**src/rtl/tod_nco_pkg.sv**
```systemverilog
package tod_nco_pkg;
  // Word select on addr_i (byte address bits [3:2])
  typedef enum logic [1:0] {
    SEL_LO  = 2'd0,
    SEL_MID = 2'd1,
    SEL_TOP = 2'd2,
    SEL_INC = 2'd3
  } reg_sel_e;

  localparam int unsigned NS_W_DEF     = 44;
  localparam int unsigned FRAC_W_DEF   = 28;
  localparam int unsigned DW_DEF       = 32;
  localparam int unsigned LO_W_DEF     = 4;
  localparam int unsigned TOP_WR_LSB_DEF = 8;
  localparam logic [31:0] INC_RST_DEF  = 32'h8000_0000;
endpackage

```
**src/rtl/tod_phase_acc.sv**
```systemverilog
module tod_phase_acc #(
  parameter int unsigned NS_W   = 44,
  parameter int unsigned FRAC_W = 28,
  parameter int unsigned INC_W  = 32,
  localparam int unsigned ACC_W = NS_W + FRAC_W
) (
  input  logic              clk_i,
  input  logic              rst_ni,
  input  logic [INC_W-1:0]  inc_i,
  input  logic              load_i,
  input  logic [NS_W-1:0]   load_ns_i,
  output logic [NS_W-1:0]   ns_o
);
  logic [FRAC_W-1:0] frac_q;
  logic [NS_W-1:0]   ns_q;
  logic [FRAC_W:0]   frac_sum;
  logic [NS_W-1:0]   inc_int;

  // integer part of the increment, zero-extended into the time width
  generate
    if (INC_W > FRAC_W) begin : g_int
      assign inc_int = NS_W'(inc_i[INC_W-1:FRAC_W]);
    end else begin : g_noint
      assign inc_int = '0;
    end
  endgenerate

  // fraction carry feeds the integer add on the same edge
  assign frac_sum = {1'b0, frac_q} + {1'b0, inc_i[FRAC_W-1:0]};

  always_ff @(posedge clk_i or negedge rst_ni) begin
    if (!rst_ni) begin
      frac_q <= '0;
      ns_q   <= '0;
    end else if (load_i) begin
      frac_q <= '0;
      ns_q   <= load_ns_i;
    end else begin
      frac_q <= frac_sum[FRAC_W-1:0];
      ns_q   <= ns_q + inc_int + NS_W'(frac_sum[FRAC_W]);
    end
  end

  assign ns_o = ns_q;
endmodule

```
**src/rtl/tod_load_stage.sv**
```systemverilog
module tod_load_stage #(
  parameter int unsigned NS_W       = 44,
  parameter int unsigned DW         = 32,
  parameter int unsigned LO_W       = 4,
  parameter int unsigned TOP_WR_LSB = 8,
  localparam int unsigned TOP_W     = NS_W - LO_W - DW
) (
  input  logic            clk_i,
  input  logic            rst_ni,
  input  logic            wr_lo_i,
  input  logic            wr_mid_i,
  input  logic            wr_top_i,
  input  logic [DW-1:0]   wdata_i,
  output logic            commit_o,
  output logic [NS_W-1:0] commit_ns_o
);
  logic [LO_W-1:0] lo_q;
  logic [DW-1:0]   mid_q;

  always_ff @(posedge clk_i or negedge rst_ni) begin
    if (!rst_ni) begin
      lo_q  <= '0;
      mid_q <= '0;
    end else begin
      if (wr_lo_i)  lo_q  <= wdata_i[LO_W-1:0];
      if (wr_mid_i) mid_q <= wdata_i;
    end
  end

  // top write carries its byte in a shifted lane
  assign commit_o    = wr_top_i;
  assign commit_ns_o = {wdata_i[TOP_WR_LSB +: TOP_W], mid_q, lo_q};
endmodule

```
**src/rtl/tod_rate_reg.sv**
```systemverilog
module tod_rate_reg #(
  parameter int unsigned DW      = 32,
  parameter logic [DW-1:0] INC_RST = 32'h8000_0000
) (
  input  logic          clk_i,
  input  logic          rst_ni,
  input  logic          wr_i,
  input  logic [DW-1:0] wdata_i,
  output logic [DW-1:0] inc_o
);
  logic [DW-1:0] inc_q;

  always_ff @(posedge clk_i or negedge rst_ni) begin
    if (!rst_ni)   inc_q <= INC_RST;
    else if (wr_i) inc_q <= wdata_i;
  end

  assign inc_o = inc_q;
endmodule

```
**src/rtl/tod_read_port.sv**
```systemverilog
module tod_read_port
  import tod_nco_pkg::*;
#(
  parameter int unsigned NS_W = 44,
  parameter int unsigned DW   = 32,
  parameter int unsigned LO_W = 4,
  localparam int unsigned TOP_W  = NS_W - LO_W - DW,
  localparam int unsigned SNAP_W = LO_W + DW
) (
  input  logic            clk_i,
  input  logic            rst_ni,
  input  logic            rd_en_i,
  input  reg_sel_e        sel_i,
  input  logic [NS_W-1:0] ns_i,
  input  logic [DW-1:0]   inc_i,
  output logic [DW-1:0]   rdata_o
);
  logic [SNAP_W-1:0] snap_q;
  logic [DW-1:0]     rd_mux;
  logic [DW-1:0]     rdata_q;
  logic              snap_take;

  assign snap_take = rd_en_i && (sel_i == SEL_TOP);

  always_ff @(posedge clk_i or negedge rst_ni) begin
    if (!rst_ni)        snap_q <= '0;
    else if (snap_take) snap_q <= ns_i[SNAP_W-1:0];
  end

  always_comb begin
    unique case (sel_i)
      SEL_LO:  rd_mux = DW'(snap_q[LO_W-1:0]);
      SEL_MID: rd_mux = snap_q[SNAP_W-1:LO_W];
      SEL_TOP: rd_mux = DW'(ns_i[NS_W-1 -: TOP_W]);
      default: rd_mux = inc_i;
    endcase
  end

  always_ff @(posedge clk_i or negedge rst_ni) begin
    if (!rst_ni)      rdata_q <= '0;
    else if (rd_en_i) rdata_q <= rd_mux;
  end

  assign rdata_o = rdata_q;
endmodule

```
**src/rtl/tod_nco_counter.sv**
```systemverilog
module tod_nco_counter
  import tod_nco_pkg::*;
#(
  parameter int unsigned NS_W       = NS_W_DEF,
  parameter int unsigned FRAC_W     = FRAC_W_DEF,
  parameter int unsigned DW         = DW_DEF,
  parameter int unsigned LO_W       = LO_W_DEF,
  parameter int unsigned TOP_WR_LSB = TOP_WR_LSB_DEF,
  parameter logic [DW-1:0] INC_RST  = INC_RST_DEF
) (
  input  logic            clk_i,
  input  logic            rst_ni,
  input  logic            wr_en_i,
  input  logic            rd_en_i,
  input  logic [3:2]      addr_i,
  input  logic [DW-1:0]   wdata_i,
  output logic [DW-1:0]   rdata_o,
  output logic [NS_W-1:0] time_ns_o
);
  reg_sel_e        sel;
  logic            commit_w;
  logic [NS_W-1:0] commit_ns_w;
  logic [DW-1:0]   inc_w;
  logic [NS_W-1:0] ns_w;

  assign sel = reg_sel_e'(addr_i);

  tod_load_stage #(
    .NS_W(NS_W), .DW(DW), .LO_W(LO_W), .TOP_WR_LSB(TOP_WR_LSB)
  ) u_stage (
    .clk_i       (clk_i),
    .rst_ni      (rst_ni),
    .wr_lo_i     (wr_en_i && sel == SEL_LO),
    .wr_mid_i    (wr_en_i && sel == SEL_MID),
    .wr_top_i    (wr_en_i && sel == SEL_TOP),
    .wdata_i     (wdata_i),
    .commit_o    (commit_w),
    .commit_ns_o (commit_ns_w)
  );

  tod_rate_reg #(.DW(DW), .INC_RST(INC_RST)) u_rate (
    .clk_i   (clk_i),
    .rst_ni  (rst_ni),
    .wr_i    (wr_en_i && sel == SEL_INC),
    .wdata_i (wdata_i),
    .inc_o   (inc_w)
  );

  tod_phase_acc #(.NS_W(NS_W), .FRAC_W(FRAC_W), .INC_W(DW)) u_acc (
    .clk_i     (clk_i),
    .rst_ni    (rst_ni),
    .inc_i     (inc_w),
    .load_i    (commit_w),
    .load_ns_i (commit_ns_w),
    .ns_o      (ns_w)
  );

  tod_read_port #(.NS_W(NS_W), .DW(DW), .LO_W(LO_W)) u_rd (
    .clk_i   (clk_i),
    .rst_ni  (rst_ni),
    .rd_en_i (rd_en_i),
    .sel_i   (sel),
    .ns_i    (ns_w),
    .inc_i   (inc_w),
    .rdata_o (rdata_o)
  );

  assign time_ns_o = ns_w;
endmodule

```
**config.mk**
```make
export PLATFORM = sky130hd
export DESIGN_NAME = tod_nco_counter
export DESIGN_NICKNAME = d
export VERILOG_FILES = /design/src/rtl/tod_nco_pkg.sv /design/src/rtl/tod_phase_acc.sv /design/src/rtl/tod_load_stage.sv /design/src/rtl/tod_rate_reg.sv /design/src/rtl/tod_read_port.sv /design/src/rtl/tod_nco_counter.sv
export SDC_FILE = /design/constraint.sdc
export NUM_CORES = 1
export LEC_CHECK = 0
export BUFFER_PORTS_ARGS = -buffer_cell sky130_fd_sc_hd__buf_2
export CAP_MARGIN = 0
export CORE_MARGIN = 10
export CORE_UTILIZATION = 53
export CTS_CLUSTER_DIAMETER = 40
export CTS_CLUSTER_SIZE = 12
export DETAILED_ROUTE_END_ITERATION = 16
export GPL_TIMING_DRIVEN = 0
export PLACE_DENSITY = 0.85
export REMOVE_ABC_BUFFERS = 1
export SLEW_MARGIN = 20
export SYNTH_ARGS = -nofsm -noshare
export SYNTH_HDL_FRONTEND = slang
export SYNTH_SLANG_ARGS = --single-unit
```
**constraint.sdc**
```tcl
create_clock -name clk_i -period 3.8 [get_ports clk_i]
set_input_delay 0.38 -clock clk_i [delete_from_list [all_inputs] [get_ports clk_i]]
set_output_delay 0.38 -clock clk_i [all_outputs]
set_load 0.01 [all_outputs]
```
==> results summary <==
Power spread over the standard cell area amounts to 785 nW/µm². The arrival time of data at the critical path endpoint came out at about 4.5 ns. The fraction of layout instances using a drive strength above 1 is 0.334.

The later pin in the worst-skew pair is clocked with a latency of 0.54 ns. During synthesis, Yosys emitted a total of 0 warnings. The async set-or-reset flop fraction in the synthesized netlist is 1.00.

The flow ran to the end, but the final reports show violations. The average size of a mapped cell is 11.1 µm². The maximum operating frequency came out at 250 MHz.

The total power consumption of the routed design came out at between 9 and 10 mW. The per-cell via count in the routed design came out at about 5.9. The number of nets in the layout came out at roughly 1,100. The number of clock sinks is roughly 210. The growth of design area from synthesis to finish came out at 23.1%. The utilization after layout is 0.669. The clock tree buffer depth is 3. The share of total power dissipated in sequential elements is 0.341. The final setup violation count is 24.

The number of cells on the worst hold path came out at 2. The internal power of the cells totals about 6.3 mW. The worst setup path is launched from a flip-flop. The global-route wire length before repair came out at 44,800 µm.

The portion of the clock cycle consumed by the worst path in the final layout came out at 1.05. The maximum number of pins on one net before global-route repair came out at 84. For this run, design rule violations remaining after detail routing come to 0. The number of synthesized flops with an enable pin came out at 0. Headroom to the max-slew limit came out at 0.373. The clock slew seen by the registers of the worst setup and hold paths came out at about 0.060 ns. The share of the Yosys chip area taken by registers is 0.507. The die outline area is around 25,000 µm². Data on the critical path is required at its endpoint by around 4.3 ns.

The x dimension of the die came out at ~160 µm. The die height is roughly 160 µm. Global routing finished with a remaining overflow of 0. Setup repair after global routing could not meet its margin everywhere. The overall via count from detail_route is a little under 8,000. The number of antenna violations at the first check in global routing came out at 1.

The post-route minimum period came out at about 4.0 ns. The path class of the tightest hold or removal check is input port to flip-flop. The reported net switching power came out at ~3.6 mW.

The worst setup path is of the flip-flop to flip-flop kind. The post-detailed-route count of antenna-violating nets came out at 0. The worst setup skew after layout is roughly 0.014 ns.

The flip-flop and latch count after synthesis came out at approximately 210. The final setup slack of the worst path came out at -0.205 ns. The largest voltage drop on the vdd net came out at around 0.50 mV. The half-perimeter wire length after placement came out at 18,100 µm.

In this run the standard cell core region covers 18,900 µm². During placement, the flow inserted port buffers numbering between 100 and 150. The leading register cell type out of synthesis is sky130_fd_sc_hd__dfrtp_1. The worst setup path is captured at a flip-flop.

The final routed wirelength across all metal layers is between 20,000 and 30,000 µm. The worst-path maximum fanout is 7. The number of buffers added by the clock tree synthesis step came out at 30. The final reports fail on setup timing. The number of distinct standard cells referenced by the synthesized netlist is 60. The clock tree from TritonCTS is yes. The final sum of negative setup slack is -3.15 ns. For the pin with the worst max-slew slack, the measured transition is approximately 0.94 ns. In this run the static leakage power is 5.69 nW. The number of DRC markers in iteration 0 is around 700.

The worst reg2reg path depth came out at 17. Max-cap violations in this run came to 0. The tree is rooted in a sky130_fd_sc_hd__clkbuf_16. The maximum level of the CTS H-tree came out at 1. The number of detailed-routing iterations run before antenna repair came out at 6.

The number of pins exceeding their max-slew limit in the final report came out at 0. The all-layer global routing usage came out at 0.214. The number of global-route vias before repair came to roughly 8,300. The cell area that synthesis handed to floorplanning was between 10,000 and 15,000 µm².

The pre-CTS setup slack is -1.48 ns. Dividing the detail-routed wire length by the instance count gives 21.1 µm. The number of antenna diodes in the final layout is 0.

The share of total power dissipated in the clock network is 0.281. The number of hold violations in the final report is 0. Routability-driven placement finished with a final weighted congestion of 0.912. The combinational power share came out at 0.378. The cell count after synthesis came out at about 920. For this configuration, the core starts out at a cell density of 0.543.

During I/O placement, the number of pins put on the boundary was around 110. The number of placement rows is 50. The switching portion of total power is 0.364.
==> placed cells by master, fill, tap and decap left out, types with 4 or more instances in the layout <==
master	count
sky130_fd_sc_hd__nor3_1	11
sky130_fd_sc_hd__nor2_1	46
sky130_fd_sc_hd__a211oi_1	4
sky130_fd_sc_hd__xnor2_1	27
sky130_fd_sc_hd__nand3_2	7
sky130_fd_sc_hd__nand3_1	22
sky130_fd_sc_hd__buf_12	4
sky130_fd_sc_hd__and3_1	9
sky130_fd_sc_hd__buf_4	12
sky130_fd_sc_hd__xor2_1	28
sky130_fd_sc_hd__nand4_1	12
sky130_fd_sc_hd__o22ai_1	25
sky130_fd_sc_hd__ha_4	9
sky130_fd_sc_hd__nand2b_1	6
sky130_fd_sc_hd__o21ai_1	20
sky130_fd_sc_hd__and2_1	6
sky130_fd_sc_hd__a21oi_1	30
sky130_fd_sc_hd__and4_1	5
sky130_fd_sc_hd__mux2i_1	28
sky130_fd_sc_hd__mux4_2	4
sky130_fd_sc_hd__a21o_1	9
sky130_fd_sc_hd__mux2_2	109
sky130_fd_sc_hd__a22oi_1	4
sky130_fd_sc_hd__inv_1	39
sky130_fd_sc_hd__ha_1	21
sky130_fd_sc_hd__inv_6	7
sky130_fd_sc_hd__buf_2	111
sky130_fd_sc_hd__o21ai_0	36
sky130_fd_sc_hd__nand2_1	78
sky130_fd_sc_hd__dfrtp_1	207
sky130_fd_sc_hd__clkbuf_16	31
sky130_fd_sc_hd__buf_16	4
sky130_fd_sc_hd__o21a_1	4
sky130_fd_sc_hd__clkinv_2	4
==> layout make-up <==
class	instances	area, µm²
clock buffer	35	801
timing repair buffer	137	910
clock inverter	18	204
sequential	208	5210
inverter	39	146
fill	1359	6260
tap	260	325
multi-input combinational	632	5040
==> metal layers <==
layer	GRT usage	share of wire	vias up
met5	0	0.00025	-
met4	0.0666	0.028	2
met3	0.0470	0.065	67
met2	0.357	0.49	309
met1	0.272	0.42	3987
li1	-	-	3534
==> kinds of logic (layout without fill, tap and decap cells) <==
kind of cell,count (synthesis),count (layout),share of synthesized area
AND/OR/NAND/NOR,228,228,0.106
AO/OA/AOI/OAI,172,172,0.107
multiplexers,141,141,0.156
buffers and inverters,82,229,0.0316
XOR/XNOR,57,57,0.0486
adder cells (fa/ha/maj),34,34,0.0436
flip-flops,208,208,0.507
==> stage by stage <==
stage	hold slack, ns	instances	instance area, µm²
finish	0.0888	1329	12600
global route	0.0907	1329	12600
CTS	0.0830	1327	12500
detailed placement	0.335	1260	11200
global placement	0.451	1252	11000
floorplan	0.0844	879	10100
==> final timing paths <==
kind                                   startpoint          endpoint  slack [ns]
min in group asynchronous                  rst_ni     u_acc.ns_o[9]        0.36
max in group asynchronous                  rst_ni    u_acc.ns_o[24]        2.68
worst min-delay path                  wdata_i[29]  u_rate.inc_o[29]        0.09
worst max register to register    u_rate.inc_o[4]    u_acc.ns_o[38]       -0.21
worst min register to register  u_stage.mid_q[13]    u_acc.ns_o[17]        0.48
worst max-delay path              u_rate.inc_o[4]    u_acc.ns_o[38]       -0.21
==> worst max-delay path, cell delays in order, from the launching register on <==
cell,delay [ns]
sky130_fd_sc_hd__dfrtp_1,0.39
sky130_fd_sc_hd__ha_1,0.34
sky130_fd_sc_hd__o21ai_1,0.13
sky130_fd_sc_hd__o21bai_2,0.27
sky130_fd_sc_hd__a2111oi_4,0.13
sky130_fd_sc_hd__o21bai_2,0.22
sky130_fd_sc_hd__nor2_2,0.07
sky130_fd_sc_hd__o41ai_2,0.28
sky130_fd_sc_hd__a21oi_2,0.12
sky130_fd_sc_hd__fa_2,0.38
sky130_fd_sc_hd__fa_2,0.38
sky130_fd_sc_hd__nor2b_4,0.14
sky130_fd_sc_hd__o21ai_4,0.09
sky130_fd_sc_hd__a21boi_4,0.28
sky130_fd_sc_hd__and2_4,0.28
sky130_fd_sc_hd__nand4_1,0.12
sky130_fd_sc_hd__xor2_1,0.16
sky130_fd_sc_hd__o21ai_1,0.12
==> sequential cells by signal (all words and copies together) (netlist names) <==
register	cells
u_acc.frac_q	28
u_acc.ns_o	44
u_rate.inc_o	32
u_rd.rdata_o	32
u_rd.snap_q	36
u_stage.lo_q	4
u_stage.mid_q	32
==> repair_timing <==
| item | 4_1_cts | 5_1_grt |
|---|---|---|
| hold buffers | 1 | 0 |
| buffers inserted | 13 | 2 |
| setup endpoints to repair | 43 | 39 |
| gates resized for setup | 52 | 22 |
| pin swaps | 13 | 4 |
| hold endpoints to repair | 52 | 0 |
==> cell usage after synthesis, drive strengths merged (3+ instances only) <==
cell type / number / area share
dfrtp: 207 / 0.50
mux2: 109 / 0.12
nand2: 82 / 0.031
o21ai: 60 / 0.029
nor2: 51 / 0.019
inv: 39 / 0.014
a21oi: 31 / 0.015
ha: 31 / 0.038
nand3: 29 / 0.014
xnor2: 29 / 0.025
mux2i: 28 / 0.027
xor2: 28 / 0.024
clkbuf: 27 / 0.0099
o22ai: 25 / 0.015
buf: 16 / 0.0074
nor3: 13 / 0.0079
nand4: 12 / 0.0073
and3: 10 / 0.0061
a21o: 9 / 0.0066
and2: 7 / 0.0043
nand2b: 6 / 0.0037
a211oi: 5 / 0.0041
and4: 5 / 0.0043
o21a: 5 / 0.0037
a21boi: 4 / 0.0040
a22oi: 4 / 0.0029
mux4: 4 / 0.0088
nor2b: 4 / 0.0024
o211ai: 4 / 0.0043
o21bai: 4 / 0.0029
o31ai: 4 / 0.0029
a31oi: 3 / 0.0018
fa: 3 / 0.0059
o2111ai: 3 / 0.0026
==> power groups by stage <==
stage                     clock network, mW  logic, mW  registers, mW
after floorplan                           0       2.20           3.31
after global routing                   2.90       4.08           3.46
after global placement                    0       3.04           3.32
after detailed placement                  0       3.17           3.35
final                                  2.78       3.75           3.39
after CTS                              2.80       3.57           3.37
Note: power is estimated with default switching activity, not from simulation.
